==> config.mk <==
export PLATFORM = sky130hd
export DESIGN_NAME = sram_timing_ctrl
export DESIGN_NICKNAME = d
export VERILOG_FILES = /design/src/rtl/sram_tmg_pkg.sv /design/src/rtl/sram_cfg_check.sv /design/src/rtl/sram_line_window.sv /design/src/rtl/sram_float_timer.sv /design/src/rtl/sram_timing_ctrl.sv
export SDC_FILE = /design/constraint.sdc
export NUM_CORES = 1
export LEC_CHECK = 0
export BUFFER_PORTS_ARGS = -buffer_cell sky130_fd_sc_hd__buf_2
export CELL_PAD_IN_SITES_DETAIL_PLACEMENT = 0
export CELL_PAD_IN_SITES_GLOBAL_PLACEMENT = 1
export CORE_MARGIN = 2
export CORE_UTILIZATION = 40
export CTS_BUF_LIST = sky130_fd_sc_hd__clkbuf_8
export DETAILED_ROUTE_END_ITERATION = 7
export GPL_TIMING_DRIVEN = 0
export PLACE_DENSITY_LB_ADDON = 0.12
export SYNTH_ARGS = -nofsm -noshare
export SYNTH_HDL_FRONTEND = slang
export SYNTH_SLANG_ARGS = --single-unit
==> constraint.sdc <==
create_clock -name clk -period 6.99 [get_ports clk]
set_clock_uncertainty 0.05 [all_clocks]
set_input_delay 0.699 -clock clk [delete_from_list [all_inputs] [get_ports clk]]
set_output_delay 0.699 -clock clk [all_outputs]
set_load 0.005 [all_outputs]
==> src/rtl/sram_tmg_pkg.sv <==
package sram_tmg_pkg;
  localparam int CYC_FIELD_W = 9;
  localparam int CNT_W = 10;

  typedef enum logic [1:0] {ST_IDLE, ST_ACC, ST_DONE} acc_state_e;

  function automatic logic [CNT_W-1:0] decode_len(input logic [CYC_FIELD_W-1:0] f);
    return {f[8:7], 1'b0, f[6:0]};
  endfunction
endpackage

==> src/rtl/sram_cfg_check.sv <==
module sram_cfg_check
  import sram_tmg_pkg::*;
#(
  parameter int PW = 6
) (
  input  logic [PW-1:0]          rd_stb_setup,
  input  logic [PW-1:0]          rd_stb_pulse,
  input  logic [PW-1:0]          rd_cs_setup,
  input  logic [PW-1:0]          rd_cs_pulse,
  input  logic [CYC_FIELD_W-1:0] rd_cycle,
  input  logic [PW-1:0]          wr_stb_setup,
  input  logic [PW-1:0]          wr_stb_pulse,
  input  logic [PW-1:0]          wr_cs_setup,
  input  logic [PW-1:0]          wr_cs_pulse,
  input  logic [CYC_FIELD_W-1:0] wr_cycle,
  input  logic                   rd_by_strobe,
  input  logic                   wr_by_strobe,
  output logic [CNT_W-1:0]       rd_len,
  output logic [CNT_W-1:0]       wr_len,
  output logic [CNT_W-1:0]       rd_ctrl_end,
  output logic                   bad
);
  localparam int PAD = CNT_W - PW;

  logic [PW-1:0]    setups [4];
  logic [PW-1:0]    pulses [4];
  logic [CNT_W-1:0] ends   [4];
  logic [3:0]       zero_pulse;

  assign setups[0] = rd_stb_setup;  assign pulses[0] = rd_stb_pulse;
  assign setups[1] = rd_cs_setup;   assign pulses[1] = rd_cs_pulse;
  assign setups[2] = wr_stb_setup;  assign pulses[2] = wr_stb_pulse;
  assign setups[3] = wr_cs_setup;   assign pulses[3] = wr_cs_pulse;

  for (genvar i = 0; i < 4; i++) begin : g_line
    assign ends[i]       = {{PAD{1'b0}}, setups[i]} + {{PAD{1'b0}}, pulses[i]};
    assign zero_pulse[i] = (pulses[i] == '0);
  end

  logic [CNT_W-1:0] wr_ctrl_end;

  always_comb begin
    rd_len      = decode_len(rd_cycle);
    wr_len      = decode_len(wr_cycle);
    rd_ctrl_end = rd_by_strobe ? ends[0] : ends[1];
    wr_ctrl_end = wr_by_strobe ? ends[2] : ends[3];
    bad = (|zero_pulse)
        | (ends[0] > rd_len) | (ends[1] > rd_len)
        | (ends[2] > wr_len) | (ends[3] > wr_len)
        | (wr_ctrl_end >= wr_len);
  end
endmodule

==> src/rtl/sram_line_window.sv <==
module sram_line_window
  import sram_tmg_pkg::*;
#(
  parameter int PW = 6
) (
  input  logic [CNT_W-1:0] tick,
  input  logic [PW-1:0]    setup,
  input  logic [PW-1:0]    pulse,
  output logic             active
);
  localparam int PAD = CNT_W - PW;
  logic [CNT_W-1:0] lo, hi;
  assign lo     = {{PAD{1'b0}}, setup};
  assign hi     = lo + {{PAD{1'b0}}, pulse};
  assign active = (tick >= lo) && (tick < hi);
endmodule

==> src/rtl/sram_float_timer.sv <==
module sram_float_timer #(
  parameter int FW = 4
) (
  input  logic          clk,
  input  logic          rst_n,
  input  logic          load,
  input  logic [FW-1:0] count,
  output logic          busy
);
  logic [FW-1:0] remain;

  always_ff @(posedge clk or negedge rst_n) begin
    if (!rst_n)            remain <= '0;
    else if (load)         remain <= count;
    else if (remain != '0) remain <= remain - 1'b1;
  end

  assign busy = (remain != '0);
endmodule

==> src/rtl/sram_timing_ctrl.sv <==
module sram_timing_ctrl
  import sram_tmg_pkg::*;
#(
  parameter int AW = 19,
  parameter int DW = 8,
  parameter int PW = 6,
  parameter int FW = 4
) (
  input  logic                   clk,
  input  logic                   rst_n,
  input  logic [PW-1:0]          cfg_rd_stb_setup,
  input  logic [PW-1:0]          cfg_rd_stb_pulse,
  input  logic [PW-1:0]          cfg_rd_cs_setup,
  input  logic [PW-1:0]          cfg_rd_cs_pulse,
  input  logic [CYC_FIELD_W-1:0] cfg_rd_cycle,
  input  logic [PW-1:0]          cfg_wr_stb_setup,
  input  logic [PW-1:0]          cfg_wr_stb_pulse,
  input  logic [PW-1:0]          cfg_wr_cs_setup,
  input  logic [PW-1:0]          cfg_wr_cs_pulse,
  input  logic [CYC_FIELD_W-1:0] cfg_wr_cycle,
  input  logic [FW-1:0]          cfg_float,
  input  logic                   cfg_rd_by_strobe,
  input  logic                   cfg_wr_by_strobe,
  output logic                   cfg_err,
  input  logic                   host_valid,
  output logic                   host_ready,
  input  logic                   host_we,
  input  logic [AW-1:0]          host_addr,
  input  logic [DW-1:0]          host_wdata,
  output logic [DW-1:0]          host_rdata,
  output logic [AW-1:0]          sram_addr,
  output logic                   sram_cs_n,
  output logic                   sram_oe_n,
  output logic                   sram_we_n,
  output logic [DW-1:0]          sram_dq_o,
  output logic                   sram_dq_oe,
  input  logic [DW-1:0]          sram_dq_i
);
  localparam logic [CNT_W-1:0] ONE = CNT_W'(1);

  acc_state_e       state, state_n;
  logic [CNT_W-1:0] tick, tick_n;
  logic             op_wr, op_wr_n;
  logic             start;
  logic [CNT_W-1:0] rd_len, wr_len, rd_ctrl_end, cur_len;
  logic             cfg_bad, float_busy, last_tick;

  sram_cfg_check #(.PW(PW)) u_check (
    .rd_stb_setup(cfg_rd_stb_setup), .rd_stb_pulse(cfg_rd_stb_pulse),
    .rd_cs_setup(cfg_rd_cs_setup),   .rd_cs_pulse(cfg_rd_cs_pulse),
    .rd_cycle(cfg_rd_cycle),
    .wr_stb_setup(cfg_wr_stb_setup), .wr_stb_pulse(cfg_wr_stb_pulse),
    .wr_cs_setup(cfg_wr_cs_setup),   .wr_cs_pulse(cfg_wr_cs_pulse),
    .wr_cycle(cfg_wr_cycle),
    .rd_by_strobe(cfg_rd_by_strobe), .wr_by_strobe(cfg_wr_by_strobe),
    .rd_len(rd_len), .wr_len(wr_len), .rd_ctrl_end(rd_ctrl_end), .bad(cfg_bad)
  );

  always_ff @(posedge clk or negedge rst_n) begin
    if (!rst_n) cfg_err <= 1'b0;
    else        cfg_err <= cfg_bad;
  end

  assign cur_len   = op_wr ? wr_len : rd_len;
  assign last_tick = (state == ST_ACC) && (tick == cur_len - ONE);

  // Next-state logic: outputs are registered from the next tick value
  always_comb begin
    state_n = state;
    tick_n  = tick;
    op_wr_n = op_wr;
    start   = 1'b0;
    unique case (state)
      ST_IDLE: if (host_valid && !cfg_err && !(host_we && float_busy)) begin
        state_n = ST_ACC;
        tick_n  = '0;
        op_wr_n = host_we;
        start   = 1'b1;
      end
      ST_ACC: begin
        if (last_tick) state_n = ST_DONE;
        else           tick_n  = tick + ONE;
      end
      default: state_n = ST_IDLE;
    endcase
  end

  // Line windows for the strobe (index 0) and chip select (index 1)
  logic [PW-1:0] win_setup [2];
  logic [PW-1:0] win_pulse [2];
  logic [1:0]    win_on;

  assign win_setup[0] = op_wr_n ? cfg_wr_stb_setup : cfg_rd_stb_setup;
  assign win_pulse[0] = op_wr_n ? cfg_wr_stb_pulse : cfg_rd_stb_pulse;
  assign win_setup[1] = op_wr_n ? cfg_wr_cs_setup  : cfg_rd_cs_setup;
  assign win_pulse[1] = op_wr_n ? cfg_wr_cs_pulse  : cfg_rd_cs_pulse;

  for (genvar w = 0; w < 2; w++) begin : g_win
    sram_line_window #(.PW(PW)) u_win (
      .tick(tick_n), .setup(win_setup[w]), .pulse(win_pulse[w]), .active(win_on[w])
    );
  end

  logic in_acc_n;
  assign in_acc_n = (state_n == ST_ACC);

  always_ff @(posedge clk or negedge rst_n) begin
    if (!rst_n) begin
      state      <= ST_IDLE;
      tick       <= '0;
      op_wr      <= 1'b0;
      sram_cs_n  <= 1'b1;
      sram_oe_n  <= 1'b1;
      sram_we_n  <= 1'b1;
      sram_dq_oe <= 1'b0;
      sram_addr  <= '0;
      sram_dq_o  <= '0;
      host_ready <= 1'b0;
      host_rdata <= '0;
    end else begin
      state      <= state_n;
      tick       <= tick_n;
      op_wr      <= op_wr_n;
      sram_cs_n  <= !(in_acc_n && win_on[1]);
      sram_oe_n  <= !(in_acc_n && !op_wr_n && win_on[0]);
      sram_we_n  <= !(in_acc_n && op_wr_n && win_on[0]);
      sram_dq_oe <= in_acc_n && op_wr_n;
      host_ready <= (state_n == ST_DONE);
      if (start) begin
        sram_addr <= host_addr;
        sram_dq_o <= host_wdata;
      end
      if (state == ST_ACC && !op_wr && tick == rd_ctrl_end - ONE)
        host_rdata <= sram_dq_i;
    end
  end

  sram_float_timer #(.FW(FW)) u_float (
    .clk(clk), .rst_n(rst_n),
    .load(last_tick && !op_wr), .count(cfg_float), .busy(float_busy)
  );

  // Checker state: idle ticks since the last read-side line activity
  localparam logic [FW:0] GAP_MAX = '1;
  logic [FW:0] gap_cnt;
  always_ff @(posedge clk or negedge rst_n) begin
    if (!rst_n)                                      gap_cnt <= GAP_MAX;
    else if ((!sram_cs_n || !sram_oe_n) && !sram_dq_oe) gap_cnt <= '0;
    else if (gap_cnt != GAP_MAX)                     gap_cnt <= gap_cnt + 1'b1;
  end

  assert_float_gap_R8: assert property (@(posedge clk) disable iff (!rst_n)
    $rose(sram_dq_oe) |-> (gap_cnt >= {1'b0, cfg_float}))
    else $error("write drove bus too soon after read");

  assert_ready_single_R9: assert property (@(posedge clk) disable iff (!rst_n)
    host_ready |=> !host_ready)
    else $error("ready longer than one cycle");

  assert_no_start_on_err_R3: assert property (@(posedge clk) disable iff (!rst_n)
    (cfg_err && state == ST_IDLE) |=> (state != ST_ACC))
    else $error("access started with illegal setting");

  assert_bus_exclusive_R11: assert property (@(posedge clk) disable iff (!rst_n)
    sram_dq_oe |-> sram_oe_n)
    else $error("bus driven while read strobe low");

  assert_we_hold_R7: assert property (@(posedge clk) disable iff (!rst_n)
    ($rose(sram_we_n) && cfg_wr_by_strobe && !cfg_err) |-> sram_dq_oe)
    else $error("data released with write strobe edge");

  assert_cs_hold_R7: assert property (@(posedge clk) disable iff (!rst_n)
    ($rose(sram_cs_n) && $past(sram_dq_oe) && !cfg_wr_by_strobe && !cfg_err) |-> sram_dq_oe)
    else $error("data released with chip select edge");

  assert_addr_stable_R7: assert property (@(posedge clk) disable iff (!rst_n)
    (!sram_cs_n && $past(!sram_cs_n)) |-> $stable(sram_addr))
    else $error("address moved during chip select");
endmodule

==> impl_summary.md <==
Layout
The post-route netlist has 31.6% of its cells at a drive strength greater than 1. Compared with the post-synthesis result, the final layout area differs by 19.7%. The final core utilization is around half. The cell area after layout is between 7000 and 8000 um^2. The antenna diode count is 0. The count of cells in the finished layout, fillers not included, comes to ~1000. For this run, the post-layout net count is around 1000.

Setup path
STA classifies the critical path endpoint as a flip-flop. The critical path required time is about 7000 ps. The largest stage delay on the critical path is approximately 1100 ps. For the worst setup path, the data arrival time is ~6400 ps. Among all stages on the critical path, the largest delay is contributed by sky130_fd_sc_hd__mux2i_1. The critical path is of the reg -> reg type. The startpoint type of the worst setup path is a flip-flop. The critical path goes through inv_1, ha_1, nor3b_1, inv_1, a21oi_1, mux2i_1, clkbuf_1, mux2_2, ha_1, fa_1, a21oi_1, nor2_1, nor2_1, xnor2_1, ha_1, a21o_1, a21oi_1, o21ai_0, nand2_1, a41oi_1, nor4_2, nand3_1. The maximum fanout count along the critical path is 10.

Pwr
VDD sags by at most between 100 and 150 uV. The power per cell area is 342 nW/um^2. The leakage dissipation is 0.00379 uW.

Routing
The length of the first detailed-routing pass in iterations is 4. Dividing the detail-routed wire length by the instance count gives approximately 17 um. The total vias in the final route is approximately 5400. The remaining routing DRC violations is 0. The number of DRC markers in iteration 0 is 152. The remaining number of nets flagged by the antenna check after routing is 0. Using the TritonRoute via totals, the vias-per-cell ratio works out to roughly 5.3.

The wire length reported by the detailed router is around 17 mm.

Logic synthesis
In this run, synthesis produced a sequential element count of 58. The number of enable-type register cells in the synthesized netlist is 0. The compound-cell area share of the yosys netlist is 14.5%. Ranked by total cell area, the synthesized netlist is headed by sky130_fd_sc_hd__dfrtp_1 22%, sky130_fd_sc_hd__ha_1 19%, sky130_fd_sc_hd__mux2_2 9.9%, sky130_fd_sc_hd__xnor2_1 4.5%, sky130_fd_sc_hd__mux2i_1 3.5%.

The synthesized netlist devotes roughly a fifth of its cell area to adder and majority cells. In this run the biggest area consumer among cell types represents about 22% of the synthesized area. For this run, asynchronously set or reset flops after synthesis account for 100%. Of the post-synthesis cell area, the part taken by muxes is between 15 and 20%. The cell count after synthesis came out at between 600 and 700.

The number of distinct standard cells referenced by the synthesized netlist is between 70 and 80. Summing the areas of all xor and xnor instances in the mapped netlist gives 7.17% of the synthesized area. Yosys printed 0 warnings. The largest family of logic cells by synthesized area is adder cells. For this run, the leading register cell type out of synthesis is sky130_fd_sc_hd__dfrtp_1. Synthesis produced a netlist with a net count of about 870.

The share of synthesized area occupied by flip-flops and latches is between 20% and 30%. Summing every instance area after synthesis gives roughly 6400 um^2. Averaged over all synthesized cells, the footprint is slightly below 10 um^2. Of all cell types, the one taking the most synthesized area is sky130_fd_sc_hd__dfrtp_1. Summing the areas of all and, or, nand and nor instances in the mapped netlist gives between 10% and 20% of the synthesized area.

Global routing
The aggregate global routing overflow is 0. The via count of the first global-routing pass was roughly 5500. Entering global routing, the biggest net connects just under 60 pins. The global-route wire length before repair is around 27 mm.

Global routing used between 20 and 25% of the available tracks. The initial antenna violation count is 0.

Timing
The final critical-path share of the clock period is about nine tenths. At the pin with the least slew margin, the transition time is roughly 1200 ps. Setup repair after global routing left no endpoint under its margin. In the final timing run, aggregate negative setup slack is 0 ps. The smallest clock period supported by the final layout is computed as roughly 6300 ps. Setup slack on the critical path of the routed design comes to about 730 ps. Headroom to the max-slew limit came out at around 15%.

The hold violation total from the final report was 0. The final-report max-slew violation count is 0. The peak clock frequency supported by timing is between 150 and 200 MHz.

The number of endpoints failing setup at the final stage is 0.

Clocking
Post-CTS repair changed the size of 0 cells. In this run, post-CTS hold repair placed 0 buffers. Once the clock tree was built, the setup fixing pass inserted 0 buffers. The number of H-tree levels is 3. Counting along the longest clock path gives a buffer depth of 2. TritonCTS built the clock tree. The clock insertion delay at the later pin of the skew report is approximately 340 ps. Clock-pin slew was measured on the worst setup and hold paths at 70 ps.

The TritonCTS sink count is between 50 and 60. The tree is rooted in a sky130_fd_sc_hd__clkbuf_8. Buffers inserted during clock tree synthesis total 9.

Die
The floorplan step set the die height to between 100 and 150 um. The row count is 46. The number of I/O pins is approximately 150. The die covers approximately 17000 um^2.

The horizontal extent of the die is approximately 130 um. In this run the standard cell core region covers 15700 um^2. The initial standard-cell utilization of the core is between 40% and 50%.

Placed design
Detailed placement finished with a half-perimeter wire length of around 15 mm. Once placement completed, the tool counted placed cells totaling 1016. Routability-driven placement finished with a final weighted congestion of 0.918.

The setup slack after placement is between 600 and 700 ps. During placement, the flow inserted port buffers numbering 149. The cell area reported after detailed placement is 7370 um^2.

Status
The flow ran to the end, and the final reports show no timing, DRC or antenna violations.

Flow run
Max-cap violations in this run came to 0.

Hold path
The path class of the tightest hold or removal check is in -> async.
[Yosys cell counts (6+ instances only)]
master,instances
sky130_fd_sc_hd__nor3_1,16
sky130_fd_sc_hd__mux2i_1,22
sky130_fd_sc_hd__nor2b_1,12
sky130_fd_sc_hd__mux2_4,8
sky130_fd_sc_hd__a31oi_1,6
sky130_fd_sc_hd__nand2_1,21
sky130_fd_sc_hd__o21ai_0,14
sky130_fd_sc_hd__a21o_1,21
sky130_fd_sc_hd__fa_1,6
sky130_fd_sc_hd__o21a_1,22
sky130_fd_sc_hd__nand3_1,13
sky130_fd_sc_hd__or4_1,6
sky130_fd_sc_hd__a21oi_1,27
sky130_fd_sc_hd__nand2b_1,16
sky130_fd_sc_hd__clkbuf_1,7
sky130_fd_sc_hd__ha_1,99
sky130_fd_sc_hd__inv_1,44
sky130_fd_sc_hd__nor2_1,34
sky130_fd_sc_hd__o21bai_1,7
sky130_fd_sc_hd__xor2_1,19
sky130_fd_sc_hd__mux2_2,56
sky130_fd_sc_hd__xnor2_1,33
sky130_fd_sc_hd__nand4_1,9
sky130_fd_sc_hd__dfrtp_1,55
[cells in the final DEF, fill, tap and decap left out, types with 19 or more instances in the layout]
master | Yosys | layout
sky130_fd_sc_hd__ha_1 | 99 | 99
sky130_fd_sc_hd__a21o_1 | 21 | 21
sky130_fd_sc_hd__nand2_1 | 21 | 21
sky130_fd_sc_hd__xor2_1 | 19 | 19
sky130_fd_sc_hd__mux2i_1 | 22 | 22
sky130_fd_sc_hd__dfrtp_1 | 55 | 55
sky130_fd_sc_hd__o21a_1 | 22 | 22
sky130_fd_sc_hd__mux2_2 | 56 | 56
sky130_fd_sc_hd__xnor2_1 | 33 | 33
sky130_fd_sc_hd__inv_1 | 44 | 46
sky130_fd_sc_hd__a21oi_1 | 27 | 27
sky130_fd_sc_hd__buf_2 | 2 | 150
sky130_fd_sc_hd__nor2_1 | 34 | 34
[flip-flops by register name, indices dropped and copies added, names as in the netlist]
name	flops
sram_oe_n	1
sram_dq_oe	1
host_ready	1
sram_addr	19
sram_dq_o	8
u_float.remain	4
sram_we_n	1
tick	10
host_rdata	8
cfg_err	1
state	2
op_wr	1
sram_cs_n	1
[layer usage]
metal | global-route usage, % | vias to the layer above | part of all wire, %
li1 | - | 2693 | -
met3 | 2.79 | 34 | 4.3
met2 | 35.8 | 150 | 47
met5 | 0 | - | 0
met1 | 26.4 | 2557 | 45
met4 | 8.16 | 0 | 3.1
[worst max-delay path, delay by kind of cell (launching register included)]
kind            cells  cell delay (ps)
compound gates      6             1110
xor+xnor            1              150
fa+ha+maj           4             1100
buf+inv             3              720
flops               1              380
mux                 2             1510
simple gates        6             1120
[layout make-up]
type                            instances  area, um^2
Fill cell                            1536        8110
Multi-Input combinational cell        532        4630
Sequential cell                        58        1460
Timing Repair Buffer                  149         748
Tap cell                              216         270
Inverter                               45         169
Clock buffer                            9         124
Clock inverter                          7         110
Buffer                                 16        95.1
[power breakdown]
group	internal, uW	switching, uW
clock	233	131
sequential	488	85.9
combinational	794	870
total	1520	1090
[logic make-up after synthesis]
logic type      count (synthesis)
compound gates                130
simple gates                  157
buf+inv                        61
flops                          58
fa+ha+maj                     105
xor+xnor                       52
mux                            88
[worst paths after layout]
kind                                   start           endpoint  slack, ps  cells after the start
max in group asynchronous              rst_n            tick[9]       6030                      1
hold / removal                         rst_n  u_float.remain[2]        360                      1
hold reg to reg                 sram_addr[4]       sram_addr[4]        450                      1
setup / recovery           u_float.remain[0]          sram_oe_n        730                     22
setup reg to reg           u_float.remain[0]          sram_oe_n        730                     22
min in group clk                sram_addr[4]       sram_addr[4]        450                      1
[through the flow]
step / power, uW / hold WS, ps
global placement: 2210 / 433
CTS: 2640 / 456
finish: 2600 / 361
detailed placement: 2250 / 441
global route: 2870 / 428
floorplan: 1770 / 353
Note: power is estimated with default switching activity, not from simulation.
